### config.mk
export PLATFORM = sky130hd
export DESIGN_NAME = xcpu_sync_reg
export DESIGN_NICKNAME = d
export VERILOG_FILES = /design/src/rtl/xsync_pkg.sv /design/src/rtl/xsync_side.sv /design/src/rtl/xsync_irq_gate.sv /design/src/rtl/xcpu_sync_reg.sv
export SDC_FILE = /design/constraint.sdc
export NUM_CORES = 1
export LEC_CHECK = 0
export ABC_AREA = 1
export BUFFER_PORTS_ARGS = -buffer_cell sky130_fd_sc_hd__buf_4
export CAP_MARGIN = 20
export CORE_MARGIN = 2
export CORE_UTILIZATION = 35
export CTS_CLUSTER_SIZE = 14
export DETAILED_ROUTE_END_ITERATION = 8
export PLACE_DENSITY = 0.95
export SYNTH_ARGS = -nofsm -noshare
export SYNTH_HDL_FRONTEND = slang
export SYNTH_SLANG_ARGS = --single-unit
### constraint.sdc
create_clock -name clk -period 1.3 [get_ports clk]
set_input_delay 0.13 -clock clk [delete_from_list [all_inputs] [get_ports clk]]
set_output_delay 0.13 -clock clk [all_outputs]
set_load 0.05 [all_outputs]
### src/rtl/xsync_pkg.sv
package xsync_pkg;
   localparam int REG_W    = 32;
   localparam int LANE_W   = 8;
   localparam int LANES    = REG_W / LANE_W;
   localparam int NSIDE    = 2;
   localparam int IN_LSB   = 0;
   localparam int OUT_LSB  = 8;
   localparam int TRIG_LSB = 29;
   localparam int EN_BIT   = 31;
endpackage

### src/rtl/xsync_side.sv
module xsync_side
   import xsync_pkg::*;
#(
   parameter int RW    = REG_W,
   parameter int LW    = LANE_W,
   parameter int NTGT  = NSIDE,
   parameter int TLSB  = TRIG_LSB,
   parameter int EBIT  = EN_BIT
) (
   input  logic                clk,
   input  logic                rst_n,
   input  logic                wr_en,
   input  logic [RW/LW-1:0]    be,
   input  logic [RW-1:0]       wdata,
   input  logic [LW-1:0]       in_byte,
   output logic [LW-1:0]       out_byte,
   output logic                en,
   output logic [NTGT-1:0]     trig_req,
   output logic [RW-1:0]       rdata
);
   localparam int NL       = RW / LW;
   localparam int OUT_LANE = OUT_LSB / LW;
   localparam int EN_LANE  = EBIT / LW;
   localparam int TR_LANE  = TLSB / LW;

   if (RW % LW != 0) begin : g_bad_w
      $error("register width must be a multiple of the lane width");
   end
   if (TLSB + NTGT > EBIT) begin : g_bad_trig
      $error("trigger bits overlap the enable bit");
   end
   if (OUT_LSB + LW > TLSB) begin : g_bad_out
      $error("outgoing byte overlaps trigger bits");
   end

   logic [NL-1:0] lane_we;
   for (genvar i = 0; i < NL; i++) begin : g_lane
      assign lane_we[i] = wr_en & be[i];
   end

   logic [LW-1:0] out_q;
   logic          en_q;

   always_ff @(posedge clk or negedge rst_n) begin
      if (!rst_n) begin
         out_q <= '0;
         en_q  <= 1'b0;
      end else begin
         if (lane_we[OUT_LANE]) out_q <= wdata[OUT_LSB +: LW];
         if (lane_we[EN_LANE])  en_q  <= wdata[EBIT];
      end
   end

   for (genvar t = 0; t < NTGT; t++) begin : g_trig
      assign trig_req[t] = lane_we[TR_LANE] & wdata[TLSB + t];
   end

   always_comb begin
      rdata                  = '0;
      rdata[IN_LSB +: LW]    = in_byte;
      rdata[OUT_LSB +: LW]   = out_q;
      rdata[EBIT]            = en_q;
   end

   assign out_byte = out_q;
   assign en       = en_q;
endmodule

### src/rtl/xsync_irq_gate.sv
module xsync_irq_gate #(
   parameter int NSRC = 2
) (
   input  logic            clk,
   input  logic            rst_n,
   input  logic [NSRC-1:0] req,
   input  logic            en,
   output logic            irq
);
   if (NSRC < 1) begin : g_bad_src
      $error("at least one trigger source is required");
   end

   logic irq_q;
   always_ff @(posedge clk or negedge rst_n) begin
      if (!rst_n) irq_q <= 1'b0;
      else        irq_q <= (|req) & en;
   end
   assign irq = irq_q;
endmodule

### src/rtl/xcpu_sync_reg.sv
module xcpu_sync_reg
   import xsync_pkg::*;
(
   input  logic              clk,
   input  logic              rst_n,
   input  logic              a_wr_en,
   input  logic [LANES-1:0]  a_be,
   input  logic [REG_W-1:0]  a_wdata,
   output logic [REG_W-1:0]  a_rdata,
   input  logic              b_wr_en,
   input  logic [LANES-1:0]  b_be,
   input  logic [REG_W-1:0]  b_wdata,
   output logic [REG_W-1:0]  b_rdata,
   output logic              irq_a,
   output logic              irq_b
);
   logic [NSIDE-1:0]                 s_we;
   logic [NSIDE-1:0][LANES-1:0]      s_be;
   logic [NSIDE-1:0][REG_W-1:0]      s_wd;
   logic [NSIDE-1:0][REG_W-1:0]      s_rd;
   logic [NSIDE-1:0][LANE_W-1:0]     s_out;
   logic [NSIDE-1:0]                 s_en;
   logic [NSIDE-1:0][NSIDE-1:0]      s_trig;   // [source][target]
   logic [NSIDE-1:0][NSIDE-1:0]      t_req;    // [target][source]
   logic [NSIDE-1:0]                 t_irq;

   assign s_we = {b_wr_en, a_wr_en};
   assign s_be = {b_be, a_be};
   assign s_wd = {b_wdata, a_wdata};

   for (genvar s = 0; s < NSIDE; s++) begin : g_side
      xsync_side u_side (
         .clk      (clk),
         .rst_n    (rst_n),
         .wr_en    (s_we[s]),
         .be       (s_be[s]),
         .wdata    (s_wd[s]),
         .in_byte  (s_out[NSIDE-1-s]),
         .out_byte (s_out[s]),
         .en       (s_en[s]),
         .trig_req (s_trig[s]),
         .rdata    (s_rd[s])
      );
   end

   for (genvar t = 0; t < NSIDE; t++) begin : g_tgt
      for (genvar s = 0; s < NSIDE; s++) begin : g_src
         assign t_req[t][s] = s_trig[s][t];
      end
      xsync_irq_gate #(.NSRC(NSIDE)) u_gate (
         .clk   (clk),
         .rst_n (rst_n),
         .req   (t_req[t]),
         .en    (s_en[t]),
         .irq   (t_irq[t])
      );
   end

   assign a_rdata = s_rd[0];
   assign b_rdata = s_rd[1];
   assign irq_a   = t_irq[0];
   assign irq_b   = t_irq[1];
endmodule

# Word level (Yosys, flattened, before mapping)

Index checks and enable logic that the tools add are counted.

Output and inout port bits: 66
Bits in registers: 20
Word-level logic and storage cells: 18
Input port bits: 76

Reduce and logical (&&, ||, !) cells: 2
Bitwise gates (word level): 10

Operators by type and width:

| cell             | number |
|---|---|
| $and A1 B1 Y1    | 10 |
| $reduce_or A2 Y1 | 2 |

# Depth between registers and ports, before layout

Gate-level depths: netlist of run 1.

Word-level depth: 4
Depth in mapped cells: 4

# Cells and area by module

Synthesis of run 1 repeated with hierarchy kept, for this count alone.

Cell total of the unflattened synthesis: 162
Area total of the unflattened synthesis: 1321.3 sq um

Modules (own cells, without submodules):

| module         | instances | cells each | area each (sq um) |
|---|---|---|---|
| xsync_side     | 2         | 77         | 624.3 |
| xsync_irq_gate | 2         | 4          | 36.3 |

# Worst setup path before layout of run 1

Ideal clock, no wire load.

Kind: register to output
Start: register g_side[0].u_side.out_q[0]
End: output port b_rdata[0]
Path buffers: 1
Setup slack: 266 ps
Stages on the path, launching flop included: 2
Data arrival time: 904 ps
Cell sequence: dfrtp_1 -> buf_4

RTL lines:

| what                   | RTL line            | text |
|---|---|---|
| start, declared        | xsync_side.sv:41    | `logic [LW-1:0] out_q;` |
| start signal, assigned | xsync_side.sv:49    | `if (lane_we[OUT_LANE]) out_q <= wdata[OUT_LSB +: LW];` |
| end, declared          | xcpu_sync_reg.sv:13 | `output logic [REG_W-1:0] b_rdata,` |

No word-level cell between the ends.

# Final worst setup path of run 1

Start: register g_side[1].u_side.out_q[2]
End: output port b_rdata[10]

RTL lines:

| what                   | RTL line |
|---|---|
| start, declared        | xsync_side.sv:41 |
| start signal, assigned | xsync_side.sv:49 |

No word-level cell between the ends.

==> flow_summary_export.csv, run 1 <==
group,metric,value,unit
clock_tree,clock_tree.buffer_depth,2,
min_path,worstHoldStart,"b_wdata[8]",
setup_path,cp-end-kind,"output port",
setup_path,arrival,900,ps
setup_path,setup_slack_reg_to_reg,650,ps
detailed_routing,routed-via-count,916,
die,die_width,62.0,um
setup_path,worstSetupPathDepth,1,
setup_path,critical_path_cell_sequence,"buf_4",
setup_path,timing.critical_path.required,1170,ps
run_status,status,"finished clean",
place,gp_routability_congestion,0.812,
die,initial_core_util,35.8,%
setup_path,criticalPathCategory,"flop to output port",
power_and_ir_drop,power.sequential.fraction,35.3,%
timing,final_hold_violating_endpoints,0,
synth,postSynthAreaPerCell,8.58,um2
layout,post_route_cells_drive_above_1_share,37.2,%
clock_tree,cts_tree,"yes",
detailed_routing,drt-total-wl,2.38,mm
place,dp.final_hpwl,1.93,mm
grt,grt-ovfl-total,0,
synth,yosys-top-cells-area,"sky130_fd_sc_hd__dfrtp_1 (43%), sky130_fd_sc_hd__buf_4 (31%), sky130_fd_sc_hd__nand2_1 (11%), sky130_fd_sc_hd__nand3_1 (8.5%), sky130_fd_sc_hd__buf_6 (2.9%)",
grt,grt_pass1_vias,779,
synth,postSynthCellCount,137,
power_and_ir_drop,pwr_density_cell,1450,nW/um2
setup_path,critPathMaxStageDelay,420,ps
timing,max_clock_freq,970,MHz
timing,final_max_slew_viol_count,0,
layout,postLayoutCellArea,1460,um2
power_and_ir_drop,sw_frac_of_total,49.6,%
detailed_routing,avgRoutedWirePerCell,10.4,um
clock_tree,numCtsBuffers,3,
die,placementRows,21,
grt,grt_first_pass_wirelength,3.21,mm
clock_tree,post_cts_buffers,0,
synth,portion_of_the_post_synthesis_area_used_by_sequential_elements,42.6,%
synth,yosys.cell_types.count,9,
synth,yosysMostFrequentCell,"sky130_fd_sc_hd__buf_4",
detailed_routing,number_of_iterations_in_the_first_detailed_routing_pass,4,
setup_path,crit_path_max_fanout,3,
synth,synth_edf_count,0,
power_and_ir_drop,p_int,1.07,mW
die,die_h,62.0,um
grt,globalRouteTotalUtil,11.4,%
setup_path,worst_r2r_path_depth,2,
power_and_ir_drop,power.net_switching,1.05,mW
synth,mappedNetlistArea,1180,um2
timing,worst_slack,269,ps
layout,stdcell_count,229,
layout,nNetsFinal,261,
detailed_routing,route.detailed.vias_per_inst,4.00,
timing,min_period_over_period,79.3,%
setup_path,r2r_end,"g_side[1].u_side.out_byte[4]$_DFFE_PN0P_",
die,ios,142,
place,area_after_dpl,1430,um2
job,cap_violations,0,
setup_path,critical-path-slowest-cell,"sky130_fd_sc_hd__dfrtp_1",
power_and_ir_drop,clock_power_share,13.1,%
place,buffer_ports.inserted,65,
setup_path,r2r_start,"g_side[1].u_side.out_byte[4]$_DFFE_PN0P_",
clock_tree,root_buffer,"sky130_fd_sc_hd__clkbuf_4",
power_and_ir_drop,power.combinational.fraction,51.6,%
power_and_ir_drop,leakage_component_of_the_power,0.852,nW
timing,setup_skew,0.274,ps
setup_path,critical_path.n_buffers_inverters,1,
synth,yosys_warnings,0,
power_and_ir_drop,worst_ir_drop_vdd,0.336,mV
setup_path,cpLargestDelayFamily,"flip-flops",
detailed_routing,final_antenna_net_count,0,
detailed_routing,detailedRoute.firstIterationViolations,60,
synth,post_synthesis_sequential_element_count,20,
timing,setup_violators_final,0,
min_path,min_delay_path_depth,3,
clock_tree,clock_sink_count,20,
clock_tree,clkTransAtPathRegs,100,ps
clock_tree,worstSkewPairLatency,280,ps
min_path,hold_path_class,"input pin to flop",
die,design.die.area,3840,um2
detailed_routing,drt_drc_violations_left,0,
setup_path,cp-start-kind,"flop",
synth,share_of_the_synthesized_area_in_the_top_cell_type,42.6,%
grt,grt_max_degree,21,
timing,setup_repair_after_global_routing_missed_its_margin,"false",
place,placed_cells,225,
clock_tree,clock_tree.htree_level_count,1,
die,core_area,3280,um2
place,pre_cts_ws,480,ps
min_path,min_delay_worst_endpoint,"g_side[1].u_side.out_byte[0]$_DFFE_PN0P_",
layout,flow.area_growth_from_synthesis,24.3,%
synth,synth_top_area_cell,"sky130_fd_sc_hd__dfrtp_1",
timing,fin_setup_tns,0,ps
layout,antennaDiodeCount,0,
timing,min_period,1030,ps
synth,synthTopCellsByCount,"sky130_fd_sc_hd__buf_4 (49), sky130_fd_sc_hd__nand2_1 (36), sky130_fd_sc_hd__dfrtp_1 (20), sky130_fd_sc_hd__nand3_1 (20), sky130_fd_sc_hd__a21oi_1 (4)",
synth,postSynth.asyncResetShare,100,%
grt,antenna_found_initial,0,
synth,synth_flop_cell,"sky130_fd_sc_hd__dfrtp_1",
==> worst max path at each step <==
stage,from,to,slack [ps]
3_5_place_dp,b_wr_en,g_side[1].u_side.out_byte[4]$_DFFE_PN0P_,480
2_1_floorplan,g_side[0].u_side.out_byte[0]$_DFFE_PN0P_,b_rdata[0],270
6_report,g_side[1].u_side.out_byte[2]$_DFFE_PN0P_,b_rdata[10],270
5_1_grt,g_side[0].u_side.out_byte[2]$_DFFE_PN0P_,a_rdata[10],220
3_3_place_gp,b_wr_en,g_side[1].u_side.out_byte[2]$_DFFE_PN0P_,540
4_1_cts,g_side[1].u_side.out_byte[7]$_DFFE_PN0P_,b_rdata[15],260
==> through the flow <==
step / power (mW) / utilization (%) / hold WS [ps]
floorplan: 1.71 / - / -166
global placement: 1.85 / 43.5 / 20.7
detailed placement: 1.86 / 43.5 / 22.5
CTS: 2.14 / 44.5 / 43.1
global route: 2.24 / 44.5 / 39.5
finish: 2.12 / 44.5 / 51.4
==> logic make-up after synthesis <==
logic type | share of synthesized area (%)
other | 0.319
AOI/OAI and AO/OA | 1.70
buffers and inverters | 34.8
and+or+nand+nor | 20.6
DFF | 42.6
==> routing by layer <==
| metal | up-vias | wire (um) | GRT usage [%] |
|---|---|---|---|
| met3 | 4 | 154 | 1.04 |
| met5 | - | 0 | 0 |
| li1 | 446 | - | - |
| met2 | 43 | 1350 | 22.2 |
| met1 | 423 | 827 | 11.3 |
| met4 | 0 | 48 | 7.60 |
==> what timing repair did <==
action | 4_1_cts | 5_1_grt
hold buffers | 1 | 0
resized for setup | 0 | 0
hold endpoints to repair | 20 | 0
==> area by class of cell <==
type / count / area (um2)
timing repair buffer: 66 / 498
sequential: 20 / 500
fill: 346 / 1820
inverter: 2 / 7.51
multi-input combinational: 92 / 375
clock buffer: 3 / 22.5
tap: 46 / 57.6
==> registers in the layout, indices dropped and copies added, names as in the netlist <==
register,count
g_side.u_side.out_byte,16
g_side.u_side.en,2
g_tgt.u_gate.irq,2
==> cell usage in the layout, fill, tap and decap left out, drive strengths merged <==
master / instances
nand2: 36
clkbuf: 3
conb: 30
inv: 2
dfrtp: 20
nand3: 20
buf: 65
nor2: 2
a21oi: 4
dlygate4sd3: 1
==> power groups by stage <==
stage | sequential [mW] | clock, mW | combinational (mW)
after floorplan | 0.994 | 0 | 0.715
after global placement | 0.760 | 0 | 1.09
after detailed placement | 0.764 | 0 | 1.10
after CTS | 0.751 | 0.290 | 1.10
after global routing | 0.762 | 0.321 | 1.15
final | 0.751 | 0.278 | 1.10
(Power assumes the default switching activity.)
==> run 2: changes to the inputs <==
--- a/config.mk
+++ b/config.mk
@@ -5,14 +5,14 @@
 export SDC_FILE = /design/constraint.sdc
 export NUM_CORES = 1
 export LEC_CHECK = 0
-export ABC_AREA = 1
+export ABC_AREA = 0
 export BUFFER_PORTS_ARGS = -buffer_cell sky130_fd_sc_hd__buf_4
 export CAP_MARGIN = 20
 export CORE_MARGIN = 2
-export CORE_UTILIZATION = 35
+export CORE_UTILIZATION = 29
 export CTS_CLUSTER_SIZE = 14
 export DETAILED_ROUTE_END_ITERATION = 8
-export PLACE_DENSITY = 0.95
+export PLACE_DENSITY = 0.88
 export SYNTH_ARGS = -nofsm -noshare
 export SYNTH_HDL_FRONTEND = slang
 export SYNTH_SLANG_ARGS = --single-unit
==> constraint.sdc (replaced) <==
create_clock -name clk -period 0.9 [get_ports clk]
set_input_delay 0.09 -clock clk [delete_from_list [all_inputs] [get_ports clk]]
set_output_delay 0.09 -clock clk [all_outputs]
set_load 0.05 [all_outputs]
==> run 2 against run 1 <==
Net effect:
- the flow now finishes with violations (negative setup slack)
- core utilization increased by 1.7 points
- non-clock buffer count grew 3
- largest cell class is now buffers
- global-route usage is 1.2 points lower
- area after synthesis is 5.2% lower
- highest routed layer unchanged
- total power rose by 79%
- critical endpoint is now b_rdata[6]
==> flow_summary_export.csv, run 2 <==
group,metric,value,unit
setup_path,criticalPathCategory,"flop to output port",
die,die_width,66,um
layout,mostFrequentLayoutCells,"sky130_fd_sc_hd__buf_6 (35), sky130_fd_sc_hd__buf_4 (32), sky130_fd_sc_hd__conb_1 (30), sky130_fd_sc_hd__mux2_4 (16), sky130_fd_sc_hd__dfrtp_2 (16)",
layout,antennaDiodeCount,0,
synth,postSynth.asyncResetShare,100,%
synth,share_of_the_synthesized_area_in_the_top_cell_type,44.9,%
run_status,failed_checks,"negative setup slack",
setup_path,crit_path_max_fanout,3,
detailed_routing,avgRoutedWirePerCell,11.8,um
synth,postSynthCellCount,97,
synth,portion_of_the_post_synthesis_area_used_by_sequential_elements,44.9,%
synth,yosys.cell_types.count,7,
power_and_ir_drop,leakage_component_of_the_power,0.889,nW
timing,max_clock_freq,1070,MHz
timing,worst_slack,-35.8,ps
synth,yosysMostFrequentCell,"sky130_fd_sc_hd__buf_4",
synth,mappedNetlistArea,1110,um2
setup_path,cp-end-kind,"output port",
die,ios,142,
grt,grt_max_degree,21,
die,die_h,66,um
die,placementRows,22,
timing,fin_setup_tns,-891,ps
job,cap_violations,0,
grt,globalRouteTotalUtil,10.3,%
layout,largest_register_ff_count,16,
detailed_routing,routed-via-count,749,
place,gp_routability_congestion,0.611,
clock_tree,worstSkewPairLatency,250,ps
place,pre_cts_ws,-5.97,ps
grt,grtUsageMet3,1.53,%
synth,yosys-top-cells-area,"sky130_fd_sc_hd__dfrtp_1 (45%), sky130_fd_sc_hd__buf_4 (32%), sky130_fd_sc_hd__mux2_2 (18%), sky130_fd_sc_hd__nand2_1 (2.0%), sky130_fd_sc_hd__nand2_2 (1.1%)",
layout,post_route_cells_drive_above_1_share,71.3,%
layout,mostFrequentLayoutCell,"sky130_fd_sc_hd__buf_6",
layout,flow.area_growth_from_synthesis,52.9,%
layout,nNetsFinal,228,
detailed_routing,number_of_iterations_in_the_first_detailed_routing_pass,2,
timing,min_period,936,ps
setup_path,critical-path-slowest-cell,"sky130_fd_sc_hd__dfrtp_2",
power_and_ir_drop,worst_ir_drop_vdd,0.758,mV
synth,post_synthesis_sequential_element_count,20,
die,initial_core_util,30.2,%
timing,min_period_over_period,104,%
clock_tree,clock_sink_count,20,
timing,setup_skew,0.0951,ps
clock_tree,numCtsBuffers,3,
grt,grt_pass1_vias,737,
power_and_ir_drop,pwr_density_cell,2230,nW/um2
detailed_routing,final_antenna_net_count,0,
grt,grt-busiest-layer,"met2",
run_status,status,"complete, but fails checks",
clock_tree,root_buffer,"sky130_fd_sc_hd__clkbuf_8",
detailed_routing,detailedRoute.firstIterationViolations,10,
clock_tree,clock_tree.htree_level_count,1,
clock_tree,clkTransAtPathRegs,70,ps
grt,use_met1,12.6,%
synth,synth_edf_count,0,
setup_path,critical_path.n_buffers_inverters,1,
grt,grtUsageMet2,17.8,%
setup_path,critPathMaxStageDelay,440,ps
detailed_routing,drt_drc_violations_left,0,
grt,antenna_found_initial,0,
synth,yosys_warnings,0,
grt,grt-ovfl-total,0,
place,dp.final_hpwl,1.81,mm
timing,final_max_slew_viol_count,0,
setup_path,cpLargestDelayFamily,"flip-flops",
clock_tree,clock_tree.buffer_depth,2,
timing,setup_violators_final,35,
grt,grt_first_pass_wirelength,3.31,mm
synth,synthTopCellsByCount,"sky130_fd_sc_hd__buf_4 (48), sky130_fd_sc_hd__dfrtp_1 (20), sky130_fd_sc_hd__mux2_2 (18), sky130_fd_sc_hd__nand2_1 (6)",
detailed_routing,drt-total-wl,2.33,mm
synth,synth_flop_cell,"sky130_fd_sc_hd__dfrtp_1",
die,design.die.area,4360,um2
place,buffer_ports.inserted,65,
setup_path,arrival,850,ps
setup_path,cp-start-kind,"flop",
setup_path,timing.critical_path.required,810,ps
setup_path,critical_path_cell_sequence,"buf_6",
detailed_routing,route.detailed.vias_per_inst,3.78,
min_path,hold_path_class,"input pin to flop",
timing,setup_repair_after_global_routing_missed_its_margin,"true",
synth,synth_top_area_cell,"sky130_fd_sc_hd__dfrtp_1",
timing,final_hold_violating_endpoints,0,
clock_tree,cts_tree,"yes",
synth,postSynthAreaPerCell,11.5,um2
die,core_area,3690,um2
==> run 2: final cells by class <==
type,instances,area (um2)
fillers,354,1980
repair buffers,69,659
flip-flops and latches,20,520
multi-input cells,58,423
well taps,48,60.1
clock buffers,3,41.3
==> run 2: kinds of logic after synthesis <==
| kind of cell | synth area share (%) |
|---|---|
| AND/OR/NAND/NOR | 3.14 |
| flip-flops | 44.9 |
| AO/OA/AOI/OAI | 1.12 |
| other | 0.336 |
| buffers and inverters | 32.3 |
| multiplexers | 18.2 |
==> run 2: what timing repair did <==
action / in CTS / in global routing
setup buffers: 2 / 1
hold endpoints to repair: 20 / 0
gates resized for setup: 34 / 3
hold buffers: 1 / 0
setup endpoints to repair: 36 / 36
==> run 2: path summary, 6_finish.rpt <==
kind,start,end,slack [ps],cells after the start
worst max register to register,g_side[0].u_side.out_byte[4]$_DFFE_PN0P_,g_side[0].u_side.out_byte[4]$_DFFE_PN0P_,-20,2
worst max-delay path,g_side[0].u_side.out_byte[6]$_DFFE_PN0P_,b_rdata[6],-40,1
max in group asynchronous,rst_n,g_side[1].u_side.out_byte[0]$_DFFE_PN0P_,410,2
worst min-delay path,a_wdata[12],g_side[0].u_side.out_byte[4]$_DFFE_PN0P_,60,2
min in group asynchronous,rst_n,g_side[0].u_side.out_byte[6]$_DFFE_PN0P_,260,2
worst min register to register,g_side[0].u_side.out_byte[2]$_DFFE_PN0P_,g_side[0].u_side.out_byte[2]$_DFFE_PN0P_,560,1
==> run 2: layer usage <==
layer  wire [um]  vias up  part of all wire [%]
li1            -      345                     -
met1         886      357                    38
met2        1250       45                    54
met3         177        2                   7.6
met4          17        0                  0.73
met5           0        -                     0
==> run 2: stage by stage <==
stage | hold slack (ps) | cells | cell area, um2 | power [mW] | utilization (%)
after global placement | -11.5 | 191 | 1490 | 3.01 | 40.4
final | 64.7 | 198 | 1700 | 3.79 | 46.2
after global routing | 53.2 | 198 | 1700 | 3.96 | 46.2
after floorplan | -206 | 126 | 1300 | 2.76 | -
after CTS | 56.8 | 197 | 1690 | 3.81 | 45.7
after detailed placement | -9.06 | 191 | 1490 | 3.02 | 40.4
==> run 2: power breakdown <==
group | internal [mW] | switching [mW] | total (mW)
registers | 1.05 | 0.146 | 1.19
clock network | 0.297 | 0.267 | 0.564
logic | 0.721 | 1.31 | 2.04
